==> src/rtl/timer8_pkg.sv <==
package timer8_pkg;

  // bit 1: up/down style, bit 0: limit from compare value
  typedef enum logic [1:0] {
    MODE_UP_MAX   = 2'b00,
    MODE_UP_CMP   = 2'b01,
    MODE_UPDN_MAX = 2'b10,
    MODE_UPDN_CMP = 2'b11
  } tmr_mode_e;

  localparam int unsigned PRE_W = 10;

  // mask of prescaler bits that must all be one for a tick
  function automatic logic [PRE_W-1:0] sel_mask(input logic [2:0] sel);
    logic [PRE_W-1:0] m;
    case (sel)
      3'd2:    m = PRE_W'(10'h007);
      3'd3:    m = PRE_W'(10'h01F);
      3'd4:    m = PRE_W'(10'h03F);
      3'd5:    m = PRE_W'(10'h07F);
      3'd6:    m = PRE_W'(10'h0FF);
      3'd7:    m = PRE_W'(10'h3FF);
      default: m = '0;
    endcase
    return m;
  endfunction

endpackage

==> src/rtl/timer8_ext_sync.sv <==
module timer8_ext_sync #(
  parameter int unsigned STAGES = 2
) (
  input  logic clk,
  input  logic rst_n,
  input  logic ext_in,
  output logic edge_pulse
);
  logic [STAGES-1:0] sync_q;
  logic              last_q;

  generate
    for (genvar i = 0; i < STAGES; i++) begin : g_stage
      if (i == 0) begin : g_first
        always_ff @(posedge clk or negedge rst_n) begin
          if (!rst_n) sync_q[i] <= 1'b0;
          else        sync_q[i] <= ext_in;
        end
      end else begin : g_next
        always_ff @(posedge clk or negedge rst_n) begin
          if (!rst_n) sync_q[i] <= 1'b0;
          else        sync_q[i] <= sync_q[i-1];
        end
      end
    end
  endgenerate

  always_ff @(posedge clk or negedge rst_n) begin
    if (!rst_n) last_q <= 1'b0;
    else        last_q <= sync_q[STAGES-1];
  end

  assign edge_pulse = sync_q[STAGES-1] & ~last_q;

  AST_EXT_ONE_CYCLE: assert property (@(posedge clk) disable iff (!rst_n)
    edge_pulse |=> !edge_pulse);

endmodule

==> src/rtl/timer8_tick_gen.sv <==
module timer8_tick_gen
  import timer8_pkg::*;
(
  input  logic       clk,
  input  logic       rst_n,
  input  logic [2:0] tick_sel,
  input  logic       src_ext,
  input  logic       ext_pulse,
  output logic       tick
);
  logic [PRE_W-1:0] pre_q;
  logic             base_tick;
  logic [PRE_W-1:0] mask;

  assign base_tick = src_ext ? ext_pulse : 1'b1;
  assign mask      = sel_mask(tick_sel);

  always_ff @(posedge clk or negedge rst_n) begin
    if (!rst_n)         pre_q <= '0;
    else if (base_tick) pre_q <= pre_q + 1'b1;
  end

  assign tick = base_tick && (tick_sel != 3'd0) && ((pre_q & mask) == mask);

  AST_STOPPED_NO_TICK: assert property (@(posedge clk) disable iff (!rst_n)
    (tick_sel == 3'd0) |-> !tick);

  AST_EXT_GATES_TICK: assert property (@(posedge clk) disable iff (!rst_n)
    (src_ext && !ext_pulse) |-> !tick);

endmodule

==> src/rtl/timer8_count_core.sv <==
module timer8_count_core
  import timer8_pkg::*;
#(
  parameter int unsigned CNT_W = 8
) (
  input  logic             clk,
  input  logic             rst_n,
  input  logic             tick,
  input  logic [1:0]       mode,
  input  logic [CNT_W-1:0] cmp_val,
  input  logic             wr,
  input  logic [CNT_W-1:0] wdata,
  input  logic             ovf_clr,
  output logic [CNT_W-1:0] cnt,
  output logic             dir_down,
  output logic             ovf,
  output logic             at_top,
  output logic             at_bottom
);
  localparam logic [CNT_W-1:0] CNT_MAX = {CNT_W{1'b1}};
  localparam logic [CNT_W-1:0] CNT_ONE = CNT_W'(1);

  tmr_mode_e        mode_e;
  logic             updn;
  logic [CNT_W-1:0] limit;
  logic [CNT_W-1:0] cnt_n;
  logic             dir_n;
  logic             ovf_set;

  assign mode_e    = tmr_mode_e'(mode);
  assign updn      = (mode_e == MODE_UPDN_MAX) || (mode_e == MODE_UPDN_CMP);
  assign limit     = mode[0] ? cmp_val : CNT_MAX;
  assign at_top    = (cnt == limit);
  assign at_bottom = (cnt == '0);

  always_comb begin
    cnt_n   = cnt;
    dir_n   = updn ? dir_down : 1'b0;
    ovf_set = 1'b0;
    if (wr) begin
      cnt_n = wdata;
    end else if (tick) begin
      if (!updn) begin
        if (at_top || cnt == CNT_MAX) begin
          cnt_n   = '0;
          ovf_set = 1'b1;
        end else begin
          cnt_n = cnt + CNT_ONE;
        end
      end else if (!dir_down) begin
        if (cnt >= limit) begin
          if (!at_bottom) begin
            cnt_n = cnt - CNT_ONE;
            dir_n = 1'b1;
          end
        end else begin
          cnt_n = cnt + CNT_ONE;
        end
      end else begin
        if (at_bottom) begin
          if (limit != '0) begin
            cnt_n = CNT_ONE;
            dir_n = 1'b0;
          end
        end else begin
          cnt_n = cnt - CNT_ONE;
        end
      end
    end
  end

  always_ff @(posedge clk or negedge rst_n) begin
    if (!rst_n) begin
      cnt      <= '0;
      dir_down <= 1'b0;
      ovf      <= 1'b0;
    end else begin
      cnt      <= cnt_n;
      dir_down <= dir_n;
      ovf      <= ovf_set | (ovf & ~ovf_clr);
    end
  end

  AST_HOLD_NO_TICK: assert property (@(posedge clk) disable iff (!rst_n)
    (!tick && !wr) |=> $stable(cnt));

  AST_WRITE_WINS: assert property (@(posedge clk) disable iff (!rst_n)
    wr |=> (cnt == $past(wdata)));

  AST_OVF_STICKY: assert property (@(posedge clk) disable iff (!rst_n)
    (ovf && !ovf_clr) |=> ovf);

  AST_UPONLY_WRAP: assert property (@(posedge clk) disable iff (!rst_n)
    (tick && !wr && !mode[1] && at_top) |=> (at_bottom && ovf));

  AST_UPDN_NO_OVF: assert property (@(posedge clk) disable iff (!rst_n)
    (mode[1] && !ovf) |=> !ovf);

  AST_UPONLY_DIR: assert property (@(posedge clk) disable iff (!rst_n)
    (!mode[1]) |=> !dir_down);

endmodule

==> src/rtl/timer8_unit.sv <==
module timer8_unit #(
  parameter int unsigned CNT_W       = 8,
  parameter int unsigned SYNC_STAGES = 2
) (
  input  logic             clk,
  input  logic             rst_n,
  input  logic [1:0]       mode,
  input  logic [2:0]       tick_sel,
  input  logic             src_ext,
  input  logic             ext_clk_in,
  input  logic [CNT_W-1:0] cmp_val,
  input  logic             cnt_wr,
  input  logic [CNT_W-1:0] cnt_wdata,
  input  logic             ovf_clr,
  output logic [CNT_W-1:0] cnt_rdata,
  output logic             top_o,
  output logic             bottom_o,
  output logic             dir_down_o,
  output logic             ovf_o
);
  logic ext_pulse;
  logic tick;

  timer8_ext_sync #(.STAGES(SYNC_STAGES)) u_sync (
    .clk        (clk),
    .rst_n      (rst_n),
    .ext_in     (ext_clk_in),
    .edge_pulse (ext_pulse)
  );

  timer8_tick_gen u_tick (
    .clk       (clk),
    .rst_n     (rst_n),
    .tick_sel  (tick_sel),
    .src_ext   (src_ext),
    .ext_pulse (ext_pulse),
    .tick      (tick)
  );

  timer8_count_core #(.CNT_W(CNT_W)) u_core (
    .clk       (clk),
    .rst_n     (rst_n),
    .tick      (tick),
    .mode      (mode),
    .cmp_val   (cmp_val),
    .wr        (cnt_wr),
    .wdata     (cnt_wdata),
    .ovf_clr   (ovf_clr),
    .cnt       (cnt_rdata),
    .dir_down  (dir_down_o),
    .ovf       (ovf_o),
    .at_top    (top_o),
    .at_bottom (bottom_o)
  );

  AST_BOTTOM_FLAG: assert property (@(posedge clk) disable iff (!rst_n)
    bottom_o == (cnt_rdata == '0));

endmodule

==> config.mk <==
export PLATFORM = sky130hd
export DESIGN_NAME = timer8_unit
export DESIGN_NICKNAME = d
export VERILOG_FILES = /design/src/rtl/timer8_pkg.sv /design/src/rtl/timer8_ext_sync.sv /design/src/rtl/timer8_tick_gen.sv /design/src/rtl/timer8_count_core.sv /design/src/rtl/timer8_unit.sv
export SDC_FILE = /design/constraint.sdc
export NUM_CORES = 1
export LEC_CHECK = 0
export BUFFER_PORTS_ARGS = -buffer_cell sky130_fd_sc_hd__buf_2
export CORE_UTILIZATION = 49
export CTS_CLUSTER_SIZE = 10
export DETAILED_ROUTE_END_ITERATION = 16
export GPL_ROUTABILITY_DRIVEN = 1
export PLACE_DENSITY = 0.86
export SLEW_MARGIN = 20
export SYNTH_ARGS = -nofsm -noshare
export SYNTH_HDL_FRONTEND = slang
export SYNTH_SLANG_ARGS = --single-unit
==> constraint.sdc <==
create_clock -name clk -period 2.4 [get_ports clk]
set_input_delay 0.72 -clock clk [delete_from_list [all_inputs] [get_ports clk]]
set_output_delay 0.72 -clock clk [all_outputs]
set_load 0.02 [all_outputs]
======== Word-level counts from Yosys, hierarchy flattened ========
Index checks and enable logic that the tools add are counted.
operators by class
  order comparisons ....................... 1
  equality and inequality tests ........... 13
  reductions and logical operators ........ 9
  mux-type cells .......................... 25
  add/subtract/negate cells ............... 3
  bitwise operators ....................... 6
operator list
  operator                                           count
  2-to-1 mux 8 bit                                   10
  one-hot mux 10 bit (6 select lines)                1
  2-to-1 mux 1 bit                                   14
  == test 3 bit (second input constant)              4
  adder 10 x 1 -> 10 bit (second input constant)     1
  bitwise AND 10 bit                                 1
  == test 10 bit                                     1
  adder 8 x 1 -> 8 bit (second input constant)       1
  == test 8 bit                                      1
  == test 8 bit (second input constant)              1
  >= comparator 8 bit                                1
  zero test 8 bit                                    1
  nonzero test 8 bit                                 1
  subtractor 8 x 1 -> 8 bit (second input constant)  1
  == test 3 x 2 -> 1 bit (second input constant)     2
  != test 5 x 4 -> 1 bit (second input constant)     1
  != test 5 bit (second input constant)              1
  == test 2 bit (second input constant)              2
  AND reduction 3 bit                                1
  nonzero test 3 bit                                 1
  bitwise AND 1 bit                                  2
  logical AND 1 bit                                  2
  logical OR 1 bit                                   2
  inverter 1 bit                                     2
  other kinds (2)                                    2
storage, ports and cells
  output and inout port bits .............. 12
  flip-flop bits (word level) ............. 23
  word-level logic and storage cells ...... 64

======== Depth between registers and ports, before layout ========
Gate-level depths: netlist of the first run.
  depth after elaboration ................. 9
  mapped depth ............................ 10

======== Modules after synthesis ========
Synthesis of the first run repeated with hierarchy kept, for this count alone.
unflattened totals
  cell total of the unflattened synthesis .. 207
  area total of the unflattened synthesis .. 1863.0 um^2
by module, submodules not included
  module             instances  area each (um^2)  sequential area each (um^2)  cells an instance
  timer8_count_core  1          1261.2            250.2                        156
  timer8_tick_gen    1          513.0             250.2                        47
  timer8_ext_sync    1          88.8              75.1                         4

======== Worst setup path after synthesis of the first run ========
No wires, ideal clock.
  path kind ............................... in2reg
  start ................................... input cmp_val[0]
  end ..................................... register u_core.cnt[0]
  data arrival time ....................... 2.627 ns
  slack ................................... -0.353 ns
  stages on the path ...................... 9
  required time ........................... 2.274 ns
  cells stage by stage .................... nand2b_1 ha_1 nand2b_4 a2111oi_4 nor3_1 o31a_4 a32oi_4 nor2_2 a221o_1
on the way
  cells in the longest elaborated chain, start to end .. 7
  elaborated cells between the ends (all ways) .. 14
  those cells by class .................... order compare (1); eq/ne (3); mux (7); reduce/logical (3)
ends and longest elaborated chain
  item                                                         line                                              source
  start, declared                                              timer8_unit.sv:11                                 input logic [CNT_W-1:0] cmp_val,
  2-to-1 mux 8 bit *                                           timer8_count_core.sv:32                           assign limit = mode[0] ? cmp_val : CNT_MAX;
  >= comparator 8 bit / == test 8 bit (equally long branches)  timer8_count_core.sv:51, timer8_count_core.sv:33
  2-to-1 mux 8 bit / logical OR 1 bit (equally long branches)  timer8_count_core.sv:51, timer8_count_core.sv:44
  2-to-1 mux 8 bit, on equally long branches                   timer8_count_core.sv:50, timer8_count_core.sv:44
  2-to-1 mux 8 bit                                             timer8_count_core.sv:43                           if (!updn) begin
  2-to-1 mux 8 bit                                             timer8_count_core.sv:42                           end else if (tick) begin
  2-to-1 mux 8 bit                                             timer8_count_core.sv:40                           if (wr) begin
  end signal, assigned                                         timer8_count_core.sv:78                           cnt <= cnt_n;
  end, declared                                                timer8_count_core.sv:14                           output logic [CNT_W-1:0] cnt,
Every way passes the cells marked *; elsewhere a longest branch is shown, timed or not. The select of a mux whose other input is x is not followed.
A chain may end at the register's enable or synchronous reset.

======== Final worst setup path of the first run ========
  start ................................... input mode[0]
  end ..................................... output top_o
on the way
  cells in the longest elaborated chain, start to end .. 2
ends and longest elaborated chain
  item              line                     source
  start, declared   timer8_unit.sv:7         input logic [1:0] mode,
  2-to-1 mux 8 bit  timer8_count_core.sv:32
  == test 8 bit     timer8_count_core.sv:33  assign at_top = (cnt == limit);
  end, declared     timer8_unit.sv:16        output logic top_o,
No other way between the ends.

==> results of run 1 <==
==> cells by family (layout without fill, tap and decap cells) <==
group / count (synthesis) / after routing / share of synthesized area, %
simple gates: 77 / 77 / 24.6
fa+ha+maj: 12 / 12 / 8.55
compound gates: 43 / 43 / 19.4
mux: 6 / 6 / 3.71
xor+xnor: 14 / 14 / 6.98
flops: 23 / 23 / 32.8
buf+inv: 14 / 76 / 3.99
==> layout by cell type (no fill, tap or decap), drive strengths merged, types with 2 or more instances in the layout <==
| master | instances |
|---|---|
| a21oi | 6 |
| a22oi | 5 |
| a31oi | 5 |
| and3 | 4 |
| buf | 65 |
| clkbuf | 3 |
| dfrtp | 23 |
| ha | 12 |
| inv | 7 |
| mux2 | 4 |
| mux2i | 2 |
| nand2 | 19 |
| nand2b | 4 |
| nand3 | 7 |
| nand3b | 2 |
| nand4 | 4 |
| nor2 | 16 |
| nor2b | 7 |
| nor3 | 6 |
| o2111ai | 2 |
| o211ai | 4 |
| o21ai | 10 |
| or2 | 2 |
| or4 | 2 |
| xnor2 | 10 |
| xor2 | 4 |
==> power groups by stage <==
stage	Sequential, mW	Combinational [mW]	Clock, mW
after floorplan	0.646	0.491	0
after global placement	0.607	0.730	0
after detailed placement	0.613	0.758	0
after CTS	0.603	0.808	0.189
after global routing	0.621	0.924	0.207
final	0.604	0.850	0.188
==> worst paths after layout <==
| kind | cells past startpoint | endpoint | slack [ns] |
|---|---|---|---|
| min in group clk | 0 | u_sync.sync_q[1] | 0.37 |
| max reg2reg | 10 | u_core.cnt[2] | 0.09 |
| min | 1 | u_core.ovf | 0.35 |
| max | 7 | top_o | -0.11 |
| max in group asynchronous | 1 | u_sync.sync_q[1] | 1.70 |
| min reg2reg | 0 | u_sync.sync_q[1] | 0.37 |
==> sequential cells by signal, indices dropped and copies added (netlist names) <==
register	cells
u_core.dir_down	1
u_tick.pre_q	10
u_core.ovf	1
u_core.cnt	8
u_sync.sync_q	2
u_sync.last_q	1
==> stage by stage <==
step	utilization, %	total power [mW]	hold WS [ns]
after global placement	62.1	1.34	0.336
after floorplan	-	1.14	0.331
final	68.8	1.64	0.349
after CTS	67.0	1.60	0.360
after detailed placement	62.1	1.37	0.339
after global routing	68.8	1.75	0.372
==> layout make-up <==
class	instances	area, µm²
multi-input cells	152	1210
fillers	237	1060
flip-flops and latches	23	576
repair buffers	65	434
well taps	46	57.6
inverters	7	26.3
clock buffers	3	22.5
clock inverters	1	5.00
==> worst max-delay path, stage by stage <==
cell,delay (ns)
buf_8,0.11
buf_6,0.11
nor2b_4,0.12
ha_4,0.25
nand4_1,0.16
nor2_2,0.18
buf_6,0.14
==> synth_stat cells (all sizes together) (5+ instances only) <==
master / number / area [µm²]
dfrtp: 23 / 576
nand2: 19 / 71.3
nor2: 16 / 77.6
ha: 12 / 150
o21ai: 10 / 50.1
xnor2: 10 / 87.6
inv: 7 / 26.3
nand3: 7 / 35.0
nor2b: 7 / 43.8
a21oi: 6 / 30.0
nor3: 6 / 30.0
a22oi: 5 / 37.5
a31oi: 5 / 31.3
==> routing by layer <==
metal | track usage [%] | share of wire (%) | vias up
met1 | 33.0 | 42 | 814
met3 | 2.07 | 5.6 | 7
met2 | 45.2 | 51 | 88
li1 | - | - | 814
met4 | 10.8 | 1.4 | 0
met5 | 0 | 0 | -
==> repair_timing <==
| action | 4_1_cts | 5_1_grt |
|---|---|---|
| endpoints found under the setup margin | 10 | 10 |
| setup buffers | 7 | 4 |
| gates resized for setup | 22 | 5 |
| pin swaps | 8 | 6 |
==> qor.yml, run 1 <==
synthesis:
  seq_area_frac_synth_pct: 32.8
  synth_cells: 189
  ys_seq_elements: 23
  syn_nets: 228
  synth_edf_count: 0
  synth_ff_type: "dfrtp_1"
  synthDistinctLibCells: 48
  synthArstFlopShare_pct: 100
  ys.warnings.count: 0
  netlist_area_um2: 1760
  syn_avg_cell_area_um2: 9.29
final_layout:
  final_area_um2: 2330
  layout.cells.non_filler: 297
  drive_above_1_share_pct: 40.6
  diodes: 0
  final_nets: 291
  areaGrowthSynthToFinish_pct: 32.9
clock_network:
  cts_buffers: 3
  cts.path.max_buffers: 2
  path_clk_slew_ns: 0.13
  cts_sinks: 23
  clk_latency_ns: 0.32
  cts.root.buffer_cell: "clkbuf_4"
  postCtsHoldBufs: 0
  h-tree-depth: 1
  cts_tree: "yes"
placed_design:
  port_buffers: 38
  place_ws_ns: -0.467
  dpl.cell_count: 282
  dp_hpwl_um: 3320
  dpl_cell_area_um2: 2100
  gp_congestion: 0.859
pwr:
  switching_share_pct: 41.2
  comb_power_share_pct: 51.7
  power.share.clock_pct: 11.5
  power_density_nw_per_um2: 704
  p_sw_mw: 0.676
  leakagePower_nw: 1.05
  seqPwrFrac_pct: 36.8
  ir_worst_vdd_mv: 0.294
  intPower_mw: 0.966
routing:
  dr_total_vias: 1723
  drt_first_pass_iters: 4
  drt-vias-per-instance: 5.80
  drtIter0Drc: 97
  antenna_left: 0
  drt_wl_total_um: 4780
  remaining_drc_errors: 0
  avgRoutedWirePerCell_um: 16.1
sta:
  slew_headroom_pct: 62.4
  timing_hold_violations_final: 0
  fin_crit_sh_pct: 105
  final.setup_skew_ns: 0.00500
  tns_ns: -0.273
  rsz0062_at_grt: "true"
  fmax_mhz: 399
  fin_ws_ns: -0.108
  worstMarginPinSlew_ns: 0.558
  maxSlewViolCount: 0
  fin_crit_ns: 2.51
  setup_viol: 6
setup_path:
  crit_path_end_kind: "output pin"
  required_ns: 1.68
  path_max_fanout: 7
  cp.arrival_ns: 1.79
  timing.rr.start: "u_core.cnt[0]"
  crit_path_start_kind: "input port"
  crit_start: "mode[0]"
  worstSetupPathType: "in2out"
global_route:
  antenna_found_initial: 0
  grt_max_degree: 24
  grt_usage_pct: 25.9
  grt_first_pass_wirelength_um: 7070
  overflow: 0
  grt_pass1_vias: 1584
die:
  die_h_um: 61.9
  start_util_pct: 51.8
  core_um2: 3390
  die_w_um: 61.9
  die-area_um2: 3830
  rows: 21
  io_pins: 39
run_status:
  violations: "negative setup slack"
  status: "complete, but fails checks"
hold_path:
  hp-class: "in2async"
run:
  max_cap_viol_count: 0
(Power assumes the default switching activity.)
==> run 2: changes to the inputs <==
- CORE_UTILIZATION: 49 -> 54
- PLACE_DENSITY: 0.86 -> 0.9
- clock period: 2.4 -> 2.5 ns (I/O delays scaled with it)
==> run 2 against run 1 <==
  * The run still ends with negative setup slack left
  * Combinational power is 2% lower
  * Total power shrank 2.2%
  * Via count rose by 3.7%
  * Critical path type unchanged
  * Critical path depth shrank 1
  * Register-to-register slack got worse by 0.03 ns
  * Clock skew grew 0.0021 ns
  * First-iteration DRC count is 28% higher
==> qor.yml, run 2 (same netlist as run 1, synthesis figures left out) <==
run_status:
  status: "complete, but fails checks"
  violations: "negative setup slack"
final_layout:
  largest_register_ffs: 10
  final_common_cell: "buf_2"
  largest_registers: "u_tick.pre_q x10, u_core.cnt x8, u_sync.sync_q x2"
  multi_input_area_um2: 1190
  layout.cells.most_common_list: "buf_2, buf_4, dfrtp_1, nand2_1, nor2_1"
  top_register: "u_tick.pre_q"
  diodes: 0
  areaGrowthSynthToFinish_pct: 30.8
  num-fill-cells: 210
  final_nets: 290
  seq_area_um2: 576
  drive_above_1_share_pct: 38.4
pwr:
  power.share.clock_pct: 11.6
  seqPwrFrac_pct: 36.5
  power_density_nw_per_um2: 699
  intPower_mw: 0.933
  switching_share_pct: 41.9
  leakagePower_nw: 1.04
  total_power_mw: 1.61
  comb_power_share_pct: 51.9
  ir_worst_vdd_mv: 0.380
  p_sw_mw: 0.672
sta:
  maxSlewViolCount: 0
  rsz0062_at_grt: "true"
  setup_viol: 1
  worstMarginPinSlew_ns: 0.499
  slew_headroom_pct: 66.3
  final.setup_skew_ns: 0.00708
  fin_crit_sh_pct: 100
  fmax_mhz: 399
  timing_hold_violations_final: 0
  fin_ws_ns: -0.00660
  fin_crit_ns: 2.51
  tns_ns: -0.00660
routing:
  drt_wl_total_um: 5350
  drt_first_pass_iters: 7
  remaining_drc_errors: 0
  dr_total_vias: 1786
  drtIter0Drc: 124
  antenna_left: 0
  drt-vias-per-instance: 6.07
  avgRoutedWirePerCell_um: 18.2
die:
  die-area_um2: 3480
  die_w_um: 59.0
  core_um2: 3080
  start_util_pct: 57.0
  rows: 20
  io_pins: 39
  die_h_um: 59.0
global_route:
  grt_first_pass_wirelength_um: 7280
  grt_max_degree: 24
  grt_usage_pct: 28.0
  antenna_found_initial: 0
  grt_pass1_vias: 1587
  overflow: 0
clock_network:
  clk_latency_ns: 0.33
  cts_buffers: 3
  path_clk_slew_ns: 0.14
  h-tree-depth: 1
  cts_sinks: 23
  cts.root.buffer_cell: "clkbuf_4"
  cts_tree: "yes"
  cts.path.max_buffers: 2
setup_path:
  cp.arrival_ns: 1.76
  crit_path_start_kind: "input port"
  worstSetupPathType: "in2out"
  r2r_cells: 9
  crit_path_end_kind: "output pin"
  required_ns: 1.75
  path_max_fanout: 8
placed_design:
  port_buffers: 38
  dp_hpwl_um: 3190
  gp_congestion: 0.884
hold_path:
  hp-class: "in2async"
run:
  max_cap_viol_count: 0
run 2: cell type report:
| class | instances | share of cell area [%] |
|---|---|---|
| timing repair buffer | 64 | 17.9 |
| sequential | 23 | 25.1 |
| multi-input combinational | 152 | 52.0 |
| clock inverter | 1 | 0.327 |
| inverter | 7 | 1.25 |
| tap | 44 | 2.40 |
| clock buffer | 3 | 0.981 |
run 2: critical path, stage by stage:
cell and delay (ns):
buf_6 0.12, nor2b_1 0.14, ha_1 0.32, nand4_1 0.14, nor2_2 0.15, buf_6 0.14
run 2: power by group through the flow:
stage                     clock network, mW  logic (mW)  registers [mW]
after floorplan                           0       0.471           0.621
after global placement                    0       0.706           0.584
after detailed placement                  0       0.725           0.591
after CTS                             0.189       0.757           0.579
after global routing                  0.204       0.896           0.603
final                                 0.186       0.833           0.586
run 2: worst paths after layout:
path / startpoint / to / slack, ns
worst max-delay path: mode[0] / top_o / -0.007
worst min-delay path: rst_n / u_core.cnt[1] / 0.36
worst max register to register: u_core.cnt[0] / u_core.cnt[4] / 0.06
max in group asynchronous: rst_n / u_tick.pre_q[5] / 1.79
worst min register to register: u_sync.sync_q[0] / u_sync.sync_q[1] / 0.38
min in group clk: u_sync.sync_q[0] / u_sync.sync_q[1] / 0.38
run 2: per-stage QoR:
stage	utilization, %	hold slack, ns	area, µm²	instances	worst slack, ns
after CTS	70.9	0.374	2180	288	-0.0177
after global routing	74.6	0.395	2300	294	-0.0566
after floorplan	-	0.331	1780	189	-0.180
after detailed placement	67.8	0.343	2090	278	-0.339
final	74.6	0.364	2300	294	-0.00660
after global placement	67.8	0.335	2090	278	-0.273
run 2: timing repair:
item / in CTS / in global routing
hold endpoints to repair: 0 / 0
setup buffers: 6 / 6
setup endpoints to repair: 3 / 8
cloned: 0 / 0
pin swaps: 5 / 8
hold buffers: 0 / 0
resized for setup: 7 / 16
run 2: routing by layer:
layer	global-route usage, %	share of wire, %	vias up
met5	0	0	-
met4	11.9	3.4	0
met3	3.06	8.7	21
met2	44.3	48	126
met1	39.2	40	826
li1	-	-	813
==> run 3: changes to the inputs <==
- TNS_END_PERCENT: default -> 50
==> run 3 against run 2 <==
  * The run still ends with negative setup slack left
  * Die area stayed put
  * Non-clock buffer count is 3 lower
  * Routed wire length is 0.67% higher
  * Sequential power hardly changed
  * Design area is 0.16% higher
  * Critical path type unchanged
==> qor.yml, run 3 (same netlist as run 1, synthesis figures left out) <==
final_layout:
  drive_above_1_share_pct: 38.9
  final_nets: 287
  final_common_cell: "buf_2"
  diodes: 0
  largest_registers: "u_tick.pre_q x10, u_core.cnt x8, u_sync.sync_q x2"
  top_register: "u_tick.pre_q"
  num-fill-cells: 223
  final_area_um2: 2300
  layout.cells.most_common_list: "buf_2, dfrtp_1, buf_4, nand2_1, nor2_1"
  final_core_util_pct: 74.7
  layout.cells.non_filler: 291
  largest_register_ffs: 10
  areaGrowthSynthToFinish_pct: 31.0
routing:
  drtIter0Drc: 200
  drt_wl_total_um: 5390
  avgRoutedWirePerCell_um: 18.5
  dr_total_vias: 1762
  drt_first_pass_iters: 5
  antenna_left: 0
  drt-vias-per-instance: 6.05
  remaining_drc_errors: 0
die:
  rows: 20
  core_um2: 3080
  io_pins: 39
  die-area_um2: 3480
  die_w_um: 59.0
  die_h_um: 59.0
  start_util_pct: 57.0
clock_network:
  postCtsHoldBufs: 0
  cts_buffers: 3
  cts.path.max_buffers: 2
  clk_latency_ns: 0.32
  cts_sinks: 23
  cts_tree: "yes"
  path_clk_slew_ns: 0.14
  cts.root.buffer_cell: "clkbuf_4"
  h-tree-depth: 1
pwr:
  p_sw_mw: 0.669
  power_density_nw_per_um2: 693
  power.share.clock_pct: 11.7
  seqPwrFrac_pct: 36.9
  switching_share_pct: 41.9
  ir_worst_vdd_mv: 0.357
  leakagePower_nw: 1.03
  comb_power_share_pct: 51.4
  intPower_mw: 0.926
global_route:
  grt_pass1_vias: 1608
  overflow: 0
  met3_usage_pct: 3.49
  grtUsageMet2_pct: 45.5
  grt_first_pass_wirelength_um: 7450
  globalRoute.busiestLayer: "met2"
  grt_max_degree: 24
  use_met1_pct: 39.4
  antenna_found_initial: 0
  grt_usage_pct: 28.8
sta:
  worstMarginPinSlew_ns: 0.749
  fin_crit_sh_pct: 103
  rsz0062_at_grt: "true"
  fmax_mhz: 387
  slew_headroom_pct: 49.6
  setup_viol: 4
  maxSlewViolCount: 0
  fin_ws_ns: -0.0861
  timing_hold_violations_final: 0
  final.setup_skew_ns: 0.00304
  fin_crit_ns: 2.59
hold_path:
  whs_path_depth: 0
  hp-class: "reg2reg"
  hp-start: "u_sync.sync_q[0]"
  min_to: "u_sync.sync_q[1]"
setup_path:
  worstSetupPathType: "in2out"
  r2r_end: "u_core.cnt[5]"
  crit_path_end_kind: "output pin"
  cp_cell_sequence: "buf_6, nor2b_4, ha_4, nand4_1, nor2_2, buf_6"
  cpPeakStageDelay_ns: 0.27
  cp.arrival_ns: 1.84
  cp_common_cell: "buf_6"
  r2r_cells: 10
  path_delay_family: "simple AND/OR/NAND/NOR gates"
  timing.rr.start: "u_core.cnt[0]"
  regToRegSetupSlack_ns: 0
  path_max_fanout: 8
  critPathSlowestCell: "ha_4"
  required_ns: 1.75
  crit_path_start_kind: "input port"
  crit_buf_inv: 2
run_status:
  status: "complete, but fails checks"
  violations: "negative setup slack"
placed_design:
  dp_hpwl_um: 3410
  dpl_cell_area_um2: 2100
  port_buffers: 38
  dpl.cell_count: 280
  gp_congestion: 0.932
run:
  max_cap_viol_count: 0
-- run 3: changes by cell type in the layout (fill, tap and decap cells not counted), sizes merged --
cell,previous run,this run
buf,64,61
-- run 3: worst max-delay path by stage --
stage                          start       endpoint  slack (ns)  cells past startpoint
after floorplan           cmp_val[0]  u_core.cnt[0]       -0.18                      9
after global placement       mode[0]  u_core.cnt[5]       -0.28                     10
after detailed placement     mode[0]  u_core.cnt[5]       -0.39                     10
after CTS                    mode[0]          top_o      0.0002                      6
after global routing         mode[0]          top_o        -0.1                      6
final                        mode[0]          top_o       -0.09                      6
-- run 3: routing by layer --
metal  vias up  part of all wire (%)
li1        808                     -
met1       823                    39
met2       108                    49
met3        23                   9.0
met4         0                   3.2
met5         -                     0
-- run 3: repair_timing --
| action | in CTS | in global routing |
|---|---|---|
| buffers inserted | 5 | 2 |
| pin swaps | 6 | 12 |
| endpoints found under the setup margin | 6 | 10 |
| gates cloned | 0 | 0 |
| gates resized for setup | 9 | 15 |
-- run 3: final cells by class --
class | count | area (µm²) | area share, %
Tap cell | 44 | 55.1 | 2.39
Timing Repair Buffer | 61 | 392 | 17.0
Inverter | 7 | 26.3 | 1.14
Sequential cell | 23 | 576 | 25.0
Clock inverter | 1 | 7.51 | 0.326
Clock buffer | 3 | 22.5 | 0.979
Multi-Input combinational cell | 152 | 1220 | 53.1
-- run 3: per-stage QoR --
stage / setup TNS, ns / hold WS (ns) / power, mW / setup WS [ns]
2_1_floorplan: -0.323 / 0.331 / 1.09 / -0.180
3_3_place_gp: -2.13 / 0.334 / 1.28 / -0.277
3_5_place_dp: -2.86 / 0.337 / 1.32 / -0.387
4_1_cts: 0 / 0.368 / 1.51 / 0.000168
5_1_grt: -0.588 / 0.372 / 1.68 / -0.0980
6_report: -0.168 / 0.367 / 1.59 / -0.0861
-- run 3: power groups by stage --
stage                     registers [mW]  logic, mW  clock network (mW)
final                              0.588      0.820               0.186
after global routing               0.603      0.878               0.199
after CTS                          0.583      0.743               0.185
after detailed placement           0.590      0.729                   0
after global placement             0.584      0.700                   0
after floorplan                    0.621      0.471                   0
